==> src/rtl/lrs_pkg.sv <==
package lrs_pkg;

    typedef enum logic [2:0] {
        ST_IDLE = 3'd0,
        ST_CAL  = 3'd1,
        ST_RPW  = 3'd2,
        ST_RPUP = 3'd3,
        ST_RUN  = 3'd4
    } lrs_state_e;

    typedef struct packed {
        logic cfg;
        logic tx_busy;
        logic rx_busy;
    } lrs_in_t;

    typedef struct packed {
        logic rcfg;
        logic ep;
        logic rp;
        logic app;
        logic done;
    } lrs_out_t;

    localparam lrs_out_t OUT_HELD = '{rcfg: 1'b1, ep: 1'b1, rp: 1'b1, app: 1'b1, done: 1'b0};

    function automatic int unsigned us_to_cycles(longint unsigned hz, int unsigned us);
        longint unsigned c;
        c = (hz / 64'd1_000_000) * longint'(us);
        if (c == 0) c = 1;
        return int'(c);
    endfunction

    function automatic lrs_out_t decode_state(lrs_state_e st);
        lrs_out_t o;
        o.rcfg = (st == ST_IDLE);
        o.ep   = (st == ST_IDLE) || (st == ST_CAL);
        o.rp   = (st != ST_RPUP) && (st != ST_RUN);
        o.app  = (st != ST_RUN);
        o.done = (st == ST_RUN);
        return o;
    endfunction

endpackage

==> src/rtl/lrs_sync.sv <==
module lrs_sync #(
    parameter int W      = 1,
    parameter int STAGES = 2
) (
    input  logic         clk,
    input  logic         rst,
    input  logic [W-1:0] d_i,
    output logic [W-1:0] q_o
);
    logic [W-1:0] stg [STAGES];

    for (genvar s = 0; s < STAGES; s++) begin : g_stage
        if (s == 0) begin : g_first
            always_ff @(posedge clk) begin
                if (rst) stg[s] <= '0;
                else     stg[s] <= d_i;
            end
        end else begin : g_next
            always_ff @(posedge clk) begin
                if (rst) stg[s] <= '0;
                else     stg[s] <= stg[s-1];
            end
        end
    end

    assign q_o = stg[STAGES-1];
endmodule

==> src/rtl/lrs_timer.sv <==
module lrs_timer #(
    parameter int CW = 8
) (
    input  logic          clk,
    input  logic          rst,
    input  logic          clr_i,
    output logic [CW-1:0] cnt_o
);
    localparam logic [CW-1:0] CNT_MAX = '1;

    always_ff @(posedge clk) begin
        if (rst || clr_i)         cnt_o <= '0;
        else if (cnt_o != CNT_MAX) cnt_o <= cnt_o + 1'b1;
    end
endmodule

==> src/rtl/lrs_fsm.sv <==
module lrs_fsm
    import lrs_pkg::*;
#(
    parameter int          CW     = 8,
    parameter int unsigned EP_CYC = 4,
    parameter int unsigned RP_CYC = 8
) (
    input  logic          clk,
    input  logic          rst,
    input  lrs_in_t       in_s,
    input  logic [CW-1:0] cnt_i,
    output logic          clr_o,
    output lrs_out_t      out_o
);
    localparam logic [CW-1:0] EP_LIM = CW'(EP_CYC - 1);
    localparam logic [CW-1:0] RP_LIM = CW'(RP_CYC - 1);

    lrs_state_e state_q, state_n;
    logic       cal_idle;

    assign cal_idle = !in_s.tx_busy && !in_s.rx_busy;

    always_comb begin
        state_n = state_q;
        if (!in_s.cfg) begin
            state_n = ST_IDLE;
        end else begin
            unique case (state_q)
                ST_IDLE: state_n = ST_CAL;
                ST_CAL:  if (cal_idle && cnt_i >= EP_LIM) state_n = ST_RPW;
                ST_RPW:  if (cnt_i >= RP_LIM) state_n = ST_RPUP;
                ST_RPUP: state_n = ST_RUN;
                ST_RUN:  state_n = ST_RUN;
                default: state_n = ST_IDLE;
            endcase
        end
    end

    assign clr_o = (state_n != state_q) || (state_q == ST_IDLE);

    always_ff @(posedge clk) begin
        if (rst) begin
            state_q <= ST_IDLE;
            out_o   <= OUT_HELD;
        end else begin
            state_q <= state_n;
            out_o   <= decode_state(state_n);
        end
    end
endmodule

==> src/rtl/link_rst_seq.sv <==
module link_rst_seq
    import lrs_pkg::*;
#(
    parameter longint unsigned CLK_HZ     = 100_000_000,
    parameter int unsigned     EP_WAIT_US = 1000,
    parameter int unsigned     RP_WAIT_US = 100_000
) (
    input  logic clk,
    input  logic rst,
    input  logic cfg_done_i,
    input  logic tx_cal_busy_i,
    input  logic rx_cal_busy_i,
    output logic rcfg_rst_o,
    output logic ep_rst_o,
    output logic rp_rst_o,
    output logic app_rst_o,
    output logic seq_done_o
);
    localparam int unsigned EP_CYC  = us_to_cycles(CLK_HZ, EP_WAIT_US);
    localparam int unsigned RP_CYC  = us_to_cycles(CLK_HZ, RP_WAIT_US);
    localparam int unsigned MAX_CYC = (EP_CYC > RP_CYC) ? EP_CYC : RP_CYC;
    localparam int          CW      = $clog2(MAX_CYC + 1);
    localparam int          IW      = $bits(lrs_in_t);

    lrs_in_t       raw_in;
    logic [IW-1:0] sync_q;
    lrs_in_t       sync_in;
    logic [CW-1:0] cnt;
    logic          cnt_clr;
    lrs_out_t      outs;

    assign raw_in = '{cfg: cfg_done_i, tx_busy: tx_cal_busy_i, rx_busy: rx_cal_busy_i};

    lrs_sync #(.W(IW), .STAGES(2)) u_sync (
        .clk (clk),
        .rst (rst),
        .d_i (raw_in),
        .q_o (sync_q)
    );

    assign sync_in = lrs_in_t'(sync_q);

    lrs_timer #(.CW(CW)) u_timer (
        .clk   (clk),
        .rst   (rst),
        .clr_i (cnt_clr),
        .cnt_o (cnt)
    );

    lrs_fsm #(.CW(CW), .EP_CYC(EP_CYC), .RP_CYC(RP_CYC)) u_fsm (
        .clk   (clk),
        .rst   (rst),
        .in_s  (sync_in),
        .cnt_i (cnt),
        .clr_o (cnt_clr),
        .out_o (outs)
    );

    assign rcfg_rst_o = outs.rcfg;
    assign ep_rst_o   = outs.ep;
    assign rp_rst_o   = outs.rp;
    assign app_rst_o  = outs.app;
    assign seq_done_o = outs.done;
endmodule

==> config.mk <==
export PLATFORM = sky130hd
export DESIGN_NAME = link_rst_seq
export DESIGN_NICKNAME = d
export VERILOG_FILES = /design/src/rtl/lrs_pkg.sv /design/src/rtl/lrs_sync.sv /design/src/rtl/lrs_timer.sv /design/src/rtl/lrs_fsm.sv /design/src/rtl/link_rst_seq.sv
export SDC_FILE = /design/constraint.sdc
export NUM_CORES = 1
export LEC_CHECK = 0
export ABC_CLOCK_PERIOD_IN_PS = 2570
export BUFFER_PORTS_ARGS = -buffer_cell sky130_fd_sc_hd__buf_2
export CORE_MARGIN = 8
export CORE_UTILIZATION = 30
export CTS_CLUSTER_DIAMETER = 200
export DETAILED_ROUTE_END_ITERATION = 10
export SKIP_LAST_GASP = 1
export SLEW_MARGIN = 25
export SYNTH_ARGS = -nofsm -noshare
export SYNTH_HDL_FRONTEND = slang
export SYNTH_SLANG_ARGS = --single-unit
==> constraint.sdc <==
create_clock -name clk -period 2.57 [get_ports clk]
set_input_delay 0.1285 -clock clk [delete_from_list [all_inputs] [get_ports clk]]
set_output_delay 0.1285 -clock clk [all_outputs]
set_load 0.05 [all_outputs]
* After elaboration in Yosys (flattened, before gate mapping)
Memories as Yosys holds them, arrays and structs flattened.
Cells that the tools add are included.
** Storage, ports and cells
- Register bits after elaboration :: 32
- RAM bits :: 6
- Bits of input ports :: 5
- Output and inout bits :: 5
- Word-level logic and storage cells :: 43
- Memories :: 1
** Memories
- u_sync.stg :: depth 2, width 3, read ports 2, clocked after Yosys merged registers in 0, wr ports 2, line lrs_sync.sv:10 : logic [W-1:0] stg [STAGES];
** Operators by class
- Add/sub/neg operators :: 1
- Magnitude comparators :: 2
- Equal/unequal tests :: 10
- Mux-type cells :: 9
- Bitwise gates (word level) :: 2
- Reduce and logical (&&, ||, !) cells :: 11
** Operators by type and width (count)
- adder 24 x 1 -> 24 bit, second input constant :: 1
- >= comparator 24 x 17 -> 1 bit, second input constant :: 1
- >= comparator 24 bit, second input constant :: 1
- inequality test 24 bit, second input constant :: 1
- 2-to-1 mux 3 bit :: 5
- case mux 3 bit (4 select lines) :: 1
- equality test 3 x 1 -> 1 bit, second input constant :: 2
- equality test 3 x 2 -> 1 bit, second input constant :: 2
- equality test 3 bit, second input constant :: 2
- zero test 3 bit :: 2
- logical AND 1 bit :: 3
- logical OR 1 bit :: 3
- 2-to-1 mux 1 bit :: 3
- inequality test 3 x 2 -> 1 bit, second input constant :: 1
- inequality test 3 bit :: 1
- inequality test 3 bit, second input constant :: 1
- zero test 1 bit :: 2
- bitwise OR 1 bit :: 2
- OR reduction 2 bit :: 1

* Depth between registers and ports, before layout
Gate-level depths: netlist of run 1.
- Depth after elaboration :: 9
- Gate-level depth with buffers :: 7
- Depth with buffers taken out :: 6

* Modules after synthesis
From an unflattened synthesis of run 1, not the netlist that was laid out.
** Unflattened totals
- Cells, all modules :: 232
- Area total of the unflattened synthesis :: 2031.9 sq um
** By module, submodules not included
- lrs_timer :: instances 1, cells each 163, area an instance 1398.8 sq um, sequential area each 480.5 sq um
- lrs_fsm :: instances 1, cells each 57, area an instance 475.5 sq um, sequential area each 160.2 sq um
- lrs_sync :: instances 1, cells each 12, area an instance 157.7 sq um, sequential area each 120.1 sq um

* Worst setup path after synthesis of run 1
OpenSTA, ideal clock, no wires.
- Path kind :: reg2reg
- Start point :: register u_timer.cnt_o[13]
- End point :: register u_timer.cnt_o[21]
- Library setup time :: 0.129 ns
- Arrival :: 1.913 ns
- Required time :: 2.441 ns
- Setup slack :: 0.528 ns
- Cell stages (with the launch flop) :: 7
- Path buffers :: 1
- Clock period less this slack :: 2.042 ns
- Path through :: dfxtp_1 > or3_4 > or3_1 > o2111a_2 > o31ai_4 > buf_6 > a211oi_1
** On the way
- Cells in the longest elaborated chain, start to end :: 8
- Elaborated cells between the ends (all ways) :: 12
- Those cells by class :: 1 x add/sub; 2 x order compare; 2 x eq/ne; 4 x mux; 3 x reduce/logical
** RTL lines
- start, declared :: line lrs_timer.sv:7 : output logic [CW-1:0] cnt_o
- start signal, assigned :: line lrs_timer.sv:13 : else if (cnt_o != CNT_MAX) cnt_o <= cnt_o + 1'b1;
- >= comparator 24 x 17 -> 1 bit :: line lrs_fsm.sv:30 : ST_CAL: if (cal_idle && cnt_i >= EP_LIM) state_n = ST_RPW;
- logical AND 1 bit :: line lrs_fsm.sv:30
- 2-to-1 mux 3 bit :: line lrs_fsm.sv:30
- case mux 3 bit (4 select lines) :: line lrs_fsm.sv:28 : unique case (state_q)
- 2-to-1 mux 3 bit :: line lrs_fsm.sv:25 : if (!in_s.cfg) begin
- inequality test 3 bit :: line lrs_fsm.sv:39 : assign clr_o = (state_n != state_q) || (state_q == ST_IDLE);
- logical OR 1 bit :: line lrs_fsm.sv:39
- logical OR 1 bit :: line lrs_timer.sv:12 : if (rst || clr_i) cnt_o <= '0;
Several ways; a longest one is shown, not always the timed one.
A chain may end at the register's enable or synchronous reset.

* Final worst setup path of run 1
- Start point :: register u_timer.cnt_o[12]
- End point :: register u_timer.cnt_o[23]
The elaborated chain is that of the path after synthesis.

==> results of run 1 <==
[stage by stage]
stage | worst slack, ns | area [um2]
6_report | 0.418 | 2120
5_1_grt | 0.149 | 2120
4_1_cts | 0.415 | 2120
3_5_place_dp | 0.412 | 2030
3_3_place_gp | 0.444 | 2030
2_1_floorplan | 0.528 | 1910
[kinds of logic (layout without fill, tap and decap cells)]
logic type	after synthesis	count (layout)	share of synthesized area [%]
adder cells (fa/ha/maj)	1	1	0.656
AO/OA/AOI/OAI	43	43	16.7
buffers and inverters	10	25	3.94
XOR/XNOR	16	16	7.35
AND/OR/NAND/NOR	100	100	30.9
multiplexers	1	1	0.525
flip-flops	38	38	39.9
[state kept, by name, indices dropped and copies added (netlist names)]
signal and count:
u_fsm.state_q 3, u_fsm.out_o 5, u_timer.cnt_o 24, u_sync.stg 6
[placed cells by master (no fill, tap or decap), types with 2 or more instances in the layout]
| cell | n |
|---|---|
| clkbuf_8 | 5 |
| o311ai_0 | 2 |
| and4_2 | 2 |
| o31ai_1 | 2 |
| o21ai_0 | 9 |
| a211oi_1 | 9 |
| a2111oi_0 | 2 |
| a31oi_1 | 2 |
| dfxtp_1 | 38 |
| or4_1 | 3 |
| xnor2_1 | 11 |
| nand2_1 | 13 |
| buf_2 | 9 |
| nor3_2 | 2 |
| a21oi_1 | 6 |
| buf_4 | 4 |
| and3_1 | 3 |
| xor2_1 | 5 |
| or2_2 | 2 |
| nor4_1 | 4 |
| nand3_1 | 8 |
| nor2b_1 | 11 |
| inv_1 | 3 |
| nor2_1 | 9 |
| or3_1 | 7 |
| o211ai_1 | 3 |
| nand4_1 | 5 |
| nor3_1 | 17 |
[synth_stat cells, drive strengths merged (2+ instances only)]
| library cell | number | share of area [%] |
|---|---|---|
| o311ai | 2 | 0.92 |
| xor2 | 5 | 2.3 |
| a31oi | 2 | 0.66 |
| o211ai | 3 | 1.2 |
| nand2 | 14 | 2.9 |
| or2 | 2 | 0.66 |
| a2111oi | 2 | 0.92 |
| o21ai | 9 | 2.4 |
| a211oi | 9 | 3.5 |
| nor4 | 5 | 2.0 |
| and3 | 4 | 1.4 |
| clkbuf | 2 | 0.39 |
| xnor2 | 11 | 5.1 |
| nor3 | 19 | 5.5 |
| or3 | 8 | 2.9 |
| inv | 3 | 0.59 |
| dfxtp | 38 | 40 |
| or4 | 3 | 1.2 |
| and2 | 2 | 0.72 |
| buf | 5 | 3.0 |
| and4 | 3 | 1.5 |
| a21oi | 6 | 1.6 |
| nand3 | 8 | 2.1 |
| o31ai | 3 | 1.9 |
| nand4 | 5 | 1.6 |
| nor2b | 11 | 3.6 |
| nor2 | 9 | 1.8 |
[path summary, 6_finish.rpt]
path,from,end,slack [ns],cells past startpoint
worst min-delay path,rx_cal_busy_i,u_sync.stg[0][0],0.05,2
worst max register to register,u_timer.cnt_o[12],u_timer.cnt_o[23],0.42,5
worst max-delay path,u_timer.cnt_o[12],u_timer.cnt_o[23],0.42,5
worst min register to register,u_sync.stg[0][2],u_sync.stg[1][2],0.44,1
[report_power, final]
group	switching [mW]	total, mW	leakage [nW]	internal (mW)
clock network	0.219	0.409	0.0441	0.191
logic	0.0141	0.0237	0.286	0.00968
registers	0.00244	0.596	0.308	0.593
total	0.235	1.03	0.638	0.794
[layout make-up]
| class | count | share of cell area [%] |
|---|---|---|
| Multi-Input combinational cell | 161 | 50.4 |
| Tap cell | 77 | 4.54 |
| Sequential cell | 38 | 35.8 |
| Inverter | 3 | 0.530 |
| Clock buffer | 5 | 3.24 |
| Timing Repair Buffer | 14 | 4.48 |
| Clock inverter | 3 | 1.00 |
[routing by layer]
layer	up-vias	GRT usage [%]	routed length, um
li1	810	-	-
met1	757	11.4	1980
met2	24	16.0	1830
met3	2	2.11	134
met4	0	3.07	33
met5	-	0	0
[worst max-delay path: cells and delay by family, from the launching register on]
family | cells | cell delay [ns]
AND/OR/NAND/NOR | 2 | 0.80
AO/OA/AOI/OAI | 3 | 0.77
flip-flops | 1 | 0.51
==> results.py, run 1 <==
metrics = {
    "outcome": {
        "outcome": "complete, no violations",
    },
    "floorplanning": {
        "initial_core_util_pct": 30.5,
        "dieHeight_um": 95.7,
        "ios": 10,
        "die_area_um2": 9160,
        "num_rows": 29,
        "dieWidth_um": 95.7,
        "core_um2": 6240,
    },
    "critical_path": {
        "end_kind": "register",
        "cp_max_fo": 10,
        "path_class": "register to register",
        "crit_path_cell_trace": "nand4_1 -> or4_1 -> o211ai_1 -> o21ai_0 -> a211oi_1",
        "start_kind": "register",
        "max_stage_delay_ns": 0.59,
        "arrival_ns": 2.36,
        "slowest_stage": "or4_1",
        "required_ns": 2.77,
    },
    "clock_tree": {
        "postCtsSetupRepairBufs": 0,
        "cts.reportedPaths.clkPinSlew_ns": 0.08,
        "cts_buffer_depth": 2,
        "cts_hold_buf": 0,
        "htree_levels": 2,
        "clock_latency_ns": 0.28,
        "cts.sinks": 38,
        "cts_root_buf": "clkbuf_8",
        "cts_tree": "yes",
        "postCtsResizedCells": 0,
        "cts_buffers": 5,
    },
    "route": {
        "first_pass_iters": 4,
        "antenna_left": 0,
        "drt_iter0_drc": 55,
        "wl_um": 3970,
        "via_per_inst": 5.29,
        "drc": 0,
        "vias": 1593,
        "routedWlPerCell_um": 13.2,
    },
    "synthesis": {
        "netlist_area_um2": 1910,
        "avgSynthCellArea_um2": 9.12,
        "ys_warn_count": 0,
        "synth_edf_count": 0,
        "async_reset_ff_share_pct": 0,
        "seq_area_frac_synth_pct": 39.9,
        "synth.distinct_cells": 51,
        "synth_ff_type": "dfxtp_1",
        "ys_seq_elements": 38,
        "synthCells": 209,
        "synth_nets": 215,
    },
    "place": {
        "portBuffers": 9,
        "dp_hpwl_um": 2710,
        "place_congestion": 0.785,
        "dp_cells": 293,
    },
    "timing": {
        "drv_slew": 0,
        "fmax_mhz": 465,
        "hold_viol": 0,
        "whs_ns": 0.0508,
        "slew_headroom_pct": 63.6,
        "tightest_slew_ns": 0.541,
        "fin_crit_ns": 2.15,
        "finClkSkew_ns": 0.00590,
        "setup_viol": 0,
        "final.period_utilization_pct": 83.7,
        "tns_ns": 0,
        "rsz0062_at_grt": "no",
    },
    "layout": {
        "final_util_pct": 34.0,
        "layout-drive-gt1-share_pct": 17.0,
        "stdcell_count": 301,
        "diodes": 0,
        "fillers": 668,
        "multi_input_area_um2": 1070,
        "regArea_um2": 761,
        "fin_nets": 229,
        "area_delta_synth_final_pct": 11.4,
    },
    "power_and_ir_drop": {
        "p_leak_nw": 0.638,
        "ir_drop_mv": 0.321,
        "total_power_mw": 1.03,
        "power_density_nw_per_um2": 485,
    },
    "grt": {
        "overflow": 0,
        "antenna_found_initial": 0,
        "grt_pass1_vias": 1574,
        "grt_usage_pct": 9.37,
        "grt_max_degree": 25,
        "grt_pass1_wl_um": 7000,
    },
    "hold_path": {
        "hold_class": "primary input to register",
    },
    "run": {
        "max-cap-violations": 0,
    },
}
(Power assumes the default switching activity.)
==> run 2, diff against run 1 <==
ABC_CLOCK_PERIOD_IN_PS = 2020   (was 2570)
clock period = 2.02 ns   (was 2.57 ns; I/O delays follow)
==> results.py, run 2 (same netlist as run 1, synthesis figures left out) <==
metrics = {
    "outcome": {
        "outcome": "complete, but fails checks",
        "violations": "negative setup slack",
    },
    "critical_path": {
        "cp_max_fo": 12,
        "arrival_ns": 2.27,
        "path_class": "register to register",
        "path_buf_inv": 1,
        "max_stage_delay_ns": 0.52,
        "r2r_start": "u_sync.stg[1][0]",
        "end_kind": "register",
        "crit_path_cell_trace": "or4b_4 -> nor4_4 -> o31ai_4 -> a311oi_4 -> buf_6 -> nor3_1",
        "critPathTopFamily": "simple AND/OR/NAND/NOR gates",
        "start_kind": "register",
        "critical_path.startpoint": "u_sync.stg[1][0]",
        "required_ns": 2.20,
        "slowest_stage": "or4b_4",
    },
    "layout": {
        "final_util_pct": 41.9,
        "reg_top3": "u_timer.cnt_o (24), u_sync.stg (6), u_fsm.out_o (5)",
        "regMostFlops": "u_timer.cnt_o",
        "fin_nets": 266,
        "layout-drive-gt1-share_pct": 37.5,
        "stdcell_count": 338,
        "fin_area_um2": 2620,
        "diodes": 0,
        "largest_reg_flops": 24,
        "final_common_cell": "buf_4",
        "final_cell_mix": "34 x buf_4, 32 x dfxtp_1, 14 x nor3_1, 13 x nand2_1",
        "area_delta_synth_final_pct": 37.4,
    },
    "timing": {
        "fmax_mhz": 479,
        "whs_ns": 0.0152,
        "final.period_utilization_pct": 103,
        "rsz0062_at_grt": "yes",
        "tns_ns": -1.25,
        "slew_headroom_pct": 68.3,
        "setup_slack_ns": -0.0666,
        "fin_crit_ns": 2.09,
        "tightest_slew_ns": 0.473,
        "finClkSkew_ns": 0.00806,
        "hold_viol": 0,
        "drv_slew": 0,
        "setup_viol": 24,
    },
    "clock_tree": {
        "cts_hold_buf": 0,
        "cts.sinks": 38,
        "cts_tree": "yes",
        "cts_root_buf": "clkbuf_8",
        "clock_latency_ns": 0.29,
        "cts_buffers": 5,
        "cts_buffer_depth": 2,
        "cts.reportedPaths.clkPinSlew_ns": 0.08,
        "htree_levels": 2,
    },
    "place": {
        "dp_hpwl_um": 3230,
        "dp_cells": 320,
        "detailedPlace.worstSlack_ns": -0.0337,
        "portBuffers": 9,
        "place_congestion": 0.781,
        "dpl_cell_area_um2": 2240,
    },
    "power_and_ir_drop": {
        "p_leak_nw": 0.872,
        "total_power_mw": 1.58,
        "ir_drop_mv": 0.430,
        "power_density_nw_per_um2": 605,
    },
    "floorplanning": {
        "dieHeight_um": 95.7,
        "die_area_um2": 9160,
        "ios": 10,
        "core_um2": 6240,
        "initial_core_util_pct": 30.5,
        "dieWidth_um": 95.7,
        "num_rows": 29,
    },
    "grt": {
        "overflow": 0,
        "grt_pass1_wl_um": 7800,
        "grt_max_degree": 25,
        "grt_pass1_vias": 1636,
        "antenna_found_initial": 0,
        "grt_usage_pct": 10.7,
    },
    "route": {
        "routedWlPerCell_um": 15.0,
        "antenna_left": 0,
        "drt_iter0_drc": 62,
        "drc": 0,
        "via_per_inst": 5.19,
        "first_pass_iters": 4,
        "vias": 1755,
        "wl_um": 5080,
    },
    "hold_path": {
        "hp-start": "tx_cal_busy_i",
        "hold_class": "primary input to register",
    },
    "run": {
        "max-cap-violations": 0,
    },
}
run 2: cell type report:
type / instances / area (um2)
timing repair buffer: 51 / 402
multi-input combinational: 161 / 1200
fill: 635 / 3620
inverter: 3 / 11.3
sequential: 38 / 768
clock inverter: 3 / 68.8
tap: 77 / 96.3
clock buffer: 5 / 68.8
run 2: worst reg2reg max path: cells and delay by family (launching register included):
kind | cells | cell delay [ns]
AND/OR/NAND/NOR | 3 | 0.92
AO/OA/AOI/OAI | 2 | 0.49
flip-flops | 1 | 0.33
buffers and inverters | 1 | 0.24
run 2: what timing repair did:
action / 4_1_cts / 5_1_grt
setup buffers: 4 / 3
pin swaps: 5 / 9
cloned: 2 / 2
gates resized for setup: 10 / 33
setup endpoints to repair: 24 / 25
run 2: final timing paths:
path | to | slack, ns | depth (start not counted)
worst min register to register | u_sync.stg[1][0] | 0.44 | 1
worst max-delay path | u_timer.cnt_o[18] | -0.07 | 6
worst min-delay path | u_sync.stg[0][1] | 0.02 | 2
worst max register to register | u_timer.cnt_o[18] | -0.07 | 6
run 2: routing by layer:
layer	up-vias	routed length (um)	GRT usage, %
li1	884	-	-
met5	-	0	0
met2	27	2570	17.7
met1	842	2290	13.5
met3	2	181	2.73
met4	0	40	3.07
run 2: power breakdown:
| group | internal, mW | switching, mW | total (mW) |
|---|---|---|---|
| registers | 0.755 | 0.00322 | 0.758 |
| logic | 0.0195 | 0.0225 | 0.0420 |
| clock network | 0.495 | 0.289 | 0.784 |
| total | 1.27 | 0.315 | 1.58 |
